--- config.mk ---
export PLATFORM = sky130hd
export DESIGN_NAME = secded_codec
export DESIGN_NICKNAME = d
export VERILOG_FILES = /design/src/rtl/secded_codec.sv
export SDC_FILE = /design/constraint.sdc
export NUM_CORES = 1
export LEC_CHECK = 0
export BUFFER_PORTS_ARGS = -buffer_cell sky130_fd_sc_hd__buf_2
export CAP_MARGIN = 25
export CORE_UTILIZATION = 35
export DETAILED_ROUTE_END_ITERATION = 8
export GPL_TIMING_DRIVEN = 0
export SLEW_MARGIN = 20
export SYNTH_ARGS = -nofsm -noshare
export SYNTH_HDL_FRONTEND = slang
export SYNTH_SLANG_ARGS = --single-unit
--- constraint.sdc ---
create_clock -name clk -period 0.92 [get_ports clk]
set_input_delay 0.138 -clock clk [delete_from_list [all_inputs] [get_ports clk]]
set_output_delay 0.138 -clock clk [all_outputs]
set_load 0.005 [all_outputs]
--- src/rtl/secded_codec.sv ---
module secded_codec #(
  parameter int DW = 8,
  localparam int PW = (DW <= 1) ? 2 : (DW <= 4) ? 3 : (DW <= 11) ? 4 :
                      (DW <= 26) ? 5 : (DW <= 57) ? 6 : (DW <= 120) ? 7 : 8,
  localparam int CW = DW + PW
) (
  input  logic          clk,
  input  logic          rst_n,
  input  logic          enc_en,
  input  logic [DW-1:0] enc_data,
  output logic          enc_vld,
  output logic [CW-1:0] enc_word,
  output logic          enc_ovp,
  input  logic          dec_en,
  input  logic [CW-1:0] dec_word,
  input  logic          dec_ovp,
  output logic          dec_vld,
  output logic [DW-1:0] dec_data,
  output logic [PW-1:0] dec_syn,
  output logic          dec_fixed,
  output logic          dec_fatal
);

  function automatic int data_pos(int i);
    int c;
    int r;
    c = 0;
    r = 0;
    for (int p = 1; p <= CW; p++)
      if ((p & (p - 1)) != 0) begin
        if (c == i) r = p;
        c++;
      end
    return r;
  endfunction

  function automatic logic [CW-1:0] cover_mask(int j);
    logic [CW-1:0] m;
    m = '0;
    for (int p = 1; p <= CW; p++) m[p-1] = ((p >> j) & 1) != 0;
    return m;
  endfunction

  logic [CW-1:0] e_data, e_cw, d_flip, d_fix;
  logic [PW-1:0] e_par, d_syn;
  logic [DW-1:0] d_out;
  logic          d_ovbad, d_single, d_fatal;

  for (genvar i = 0; i < DW; i++) begin : g_data
    localparam int P = data_pos(i);
    assign e_data[P-1] = enc_data[i];
    assign d_out[i]    = d_fix[P-1];
  end

  for (genvar j = 0; j < PW; j++) begin : g_chk
    localparam int Q = 1 << j;
    assign e_data[Q-1] = 1'b0;
    assign e_par[j]    = ^(e_data & cover_mask(j));
    assign d_syn[j]    = ^(dec_word & cover_mask(j));
  end

  always_comb begin
    e_cw = e_data;
    for (int j = 0; j < PW; j++) e_cw[(1 << j) - 1] = e_par[j];
  end

  assign d_ovbad  = ^{dec_word, dec_ovp};
  assign d_single = (d_syn != '0) && d_ovbad && (d_syn <= PW'(CW));
  assign d_fatal  = (d_syn != '0) && !d_single;
  assign d_flip   = d_single ? (CW'(1) << (d_syn - 1'b1)) : '0;
  assign d_fix    = dec_word ^ d_flip;

  always_ff @(posedge clk or negedge rst_n) begin
    if (!rst_n) begin
      enc_vld  <= 1'b0;
      enc_word <= '0;
      enc_ovp  <= 1'b0;
    end else begin
      enc_vld <= enc_en;
      if (enc_en) begin
        enc_word <= e_cw;
        enc_ovp  <= ^e_cw;
      end
    end
  end

  always_ff @(posedge clk or negedge rst_n) begin
    if (!rst_n) begin
      dec_vld   <= 1'b0;
      dec_data  <= '0;
      dec_syn   <= '0;
      dec_fixed <= 1'b0;
      dec_fatal <= 1'b0;
    end else begin
      dec_vld <= dec_en;
      if (dec_en) begin
        dec_data  <= d_out;
        dec_syn   <= d_syn;
        dec_fixed <= d_ovbad && !d_fatal;
        dec_fatal <= d_fatal;
      end
    end
  end

endmodule

==> qor.txt <==
Port Buffers = 49
predominant post-synthesis flop cell = dfrtp_1
die height = 74.6 um
DIE AREA = 5570 um^2
H-tree depth = 2
Final Setup Violations = 23
r2r endpoint = dec_data[5]
reg2reg start = dec_data[5]
register area share after synthesis = 39.3%
fin worst setup slack = -1090 ps
Syn Inst Count = 171
Syn-to-layout area delta = 73.4%
worst hold path type = input port to async pin
core box area = 5110 um^2
Worst path most repeated cell = xnor2_4
Antenna Cells = 0
total gr overflow = 0
share of the synthesized area in the top cell type = 39.3%
# DRC = 0
Yosys warnings = 0
worst-path cell chain = buf_12 -> buf_4 -> xnor2_4 -> xnor2_2 -> buf_6 -> xnor2_4 -> ha_4 -> or3_4 -> or4_1 -> a31oi_1
Layout fillers = 385
WP buf/inv = 3
Post-Syn Nets = 197
leading area contributor after synthesis = dfrtp_1
first-pass detailed-route iteration total = 4
CTS Hold Bufs = 2
pins over their slew limit = 0
deepest clock path buffer count = 2
status = finished with violations
Post-DRT Antenna Nets = 0
RSZ-0062 raised after global routing = yes
TritonCTS Buffers = 5
Post-synth EDFFs = 0
vias = 1753
R2R Setup Slk = -20 ps
DRT iter0 DRCs = 102
CP endpoint kind = flip-flop
Fin. Hold Viols = 29
first-pass GRT wire length = 8.05 mm
LEAKAGE = 1.42 nW
CP max-delay cell = or4_1
Die Width = 74.6 um
Arr. time, crit path = 2210 ps
vias in the first global route = 1624
max_cap viols = 0
area of the multi-input gates = 1540 um^2
PwrDens = 1850 nW/um^2
Post-Syn Area = 1850 um^2
Avg Cell Area, Syn = 10.8 um^2
violated checks = hold timing, setup timing
Setup crit start kind = input port
Root Driver = clkbuf_8
GP Congestion = 0.897
CP delay by family, top = simple AND/OR/NAND/NOR gates
Worst Tran Pin Value = 668 ps
critical path class = input port to flip-flop
GRT Util Overall = 19.6%
post-layout min period = 2010 ps
Worst-path clk slew = 60 ps
Yosys cell types = 48
initial antenna violation count = 0
drt via density = 5.23
Max Freq = 497 MHz
Slew HR = 55.5%
largest net degree at the start of global routing = 30
Peak VDD IR = 1.24 mV
Layout Nets = 290
Final Util = 62.7%
Clock Latency Late Sink = 270 ps
CTS tree = done
Post-Route WL = 5.56 mm
FF/Latch Area = 726 um^2
length in cells of the worst reg-to-reg path = 3
DP Wirelength = 3.27 mm
WHS = -109 ps
row count = 26
Initial Util = 36.2%
Req. time, crit path = 1120 ps
Max FO, Critical Path = 3
ys async rst share = 100%
max incr delay on CP = 400 ps
clk sinks = 29
Tot Pwr = 0.00593 W
Area contributors post-synth = dfrtp_1, xnor2_1, mux2_2
Yosys reg bits = 29
routed len/inst = 16.6 um
Top-Level Pins = 54
Clock Skew = 0 ps
share of cells above drive strength 1 = 62.6%
final period utilization = 218%
-- synthesized netlist by cell type, types with 3 or more instances --
cell type and n:
a21oi_1 9, a31oi_1 3, and3_1 3, buf_2 3, clkbuf_1 5, dfrtp_1 29, mux2_2 12, nand2_1 8
nand3_1 8, nand4_1 4, nor2_1 9, nor3_1 4, xnor2_1 26, xnor2_2 3, xor2_1 3
-- metal layers --
layer	part of all wire (%)	GRT usage [%]	vias up
met5	0	0	-
met4	3.4	7.97	0
met3	7.5	4.28	17
met2	48	29.7	84
met1	41	27.3	845
li1	-	-	807
-- layout make-up --
| cell class | instances | share of cell area [%] |
|---|---|---|
| inverters | 3 | 0.352 |
| well taps | 70 | 2.74 |
| multi-input cells | 129 | 48.1 |
| clock buffers | 6 | 2.27 |
| plain buffers | 10 | 3.91 |
| flip-flops and latches | 29 | 22.7 |
| repair buffers | 86 | 19.6 |
| clock inverters | 2 | 0.313 |
-- worst max path at each step --
stage | from | endpoint | slack [ps] | cells past startpoint
floorplan | dec_word[8] | dec_data[0] | -1310 | 9
global placement | dec_word[2] | dec_data[0] | -1600 | 9
detailed placement | dec_word[2] | dec_data[0] | -1630 | 9
CTS | dec_word[10] | dec_data[0] | -1100 | 9
global route | dec_word[6] | dec_data[0] | -1130 | 10
finish | dec_word[6] | dec_data[0] | -1090 | 10
-- sequential cells by signal (all words and copies together), names as in the netlist --
| register | cells |
|---|---|
| enc_vld | 1 |
| enc_ovp | 1 |
| dec_vld | 1 |
| dec_syn | 4 |
| enc_word | 12 |
| dec_fixed | 1 |
| dec_fatal | 1 |
| dec_data | 8 |
-- per-stage QoR --
step	std cells	worst slack (ps)	TNS, ps	cell area [um^2]
6_report	335	-1090	-9270	3200
5_1_grt	335	-1130	-10800	3200
4_1_cts	320	-1100	-7980	2850
3_5_place_dp	290	-1630	-15210	2400
3_3_place_gp	290	-1600	-15050	2400
2_1_floorplan	171	-1310	-9120	2070
-- cell families after synthesis --
| kind of cell | synth area share, % |
|---|---|
| flops | 39.3 |
| fa+ha+maj | 0.677 |
| buf+inv | 3.46 |
| xor+xnor | 23.6 |
| simple gates | 15.0 |
| compound gates | 10.7 |
| mux | 7.32 |
-- timing repair --
item / in CTS / in global routing
endpoints found under the hold margin: 31 / 29
gates resized for setup: 37 / 48
setup buffers: 20 / 15
pin swaps: 14 / 25
setup endpoints to repair: 35 / 43
-- cells in the final DEF (no fill, tap or decap), types with 3 or more instances in the layout --
| master | synthesis | routed |
|---|---|---|
| xnor3_2 | 2 | 4 |
| buf_6 | 1 | 13 |
| nand2_1 | 8 | 5 |
| xor2_4 | 0 | 3 |
| mux2_4 | 0 | 3 |
| clkbuf_8 | 0 | 6 |
| xnor2_4 | 0 | 14 |
| nand4_1 | 4 | 4 |
| a21oi_1 | 9 | 7 |
| xnor2_1 | 26 | 8 |
| buf_2 | 3 | 42 |
| nand3_1 | 8 | 6 |
| a31oi_1 | 3 | 3 |
| dfrtp_1 | 29 | 29 |
| xnor2_2 | 3 | 7 |
| buf_12 | 0 | 3 |
| buf_4 | 1 | 26 |
| buf_8 | 0 | 6 |
| mux2_2 | 12 | 9 |
| nor2_1 | 9 | 9 |
-- power by group --
part	total, W	leakage, nW	switching [W]	internal [W]
Combinational	0.00326	1.04	0.00149	0.00177
Clock	0.00101	0.0450	0.000490	0.000523
Sequential	0.00166	0.335	0.000128	0.00153
Power figures use the tool's default switching activity.
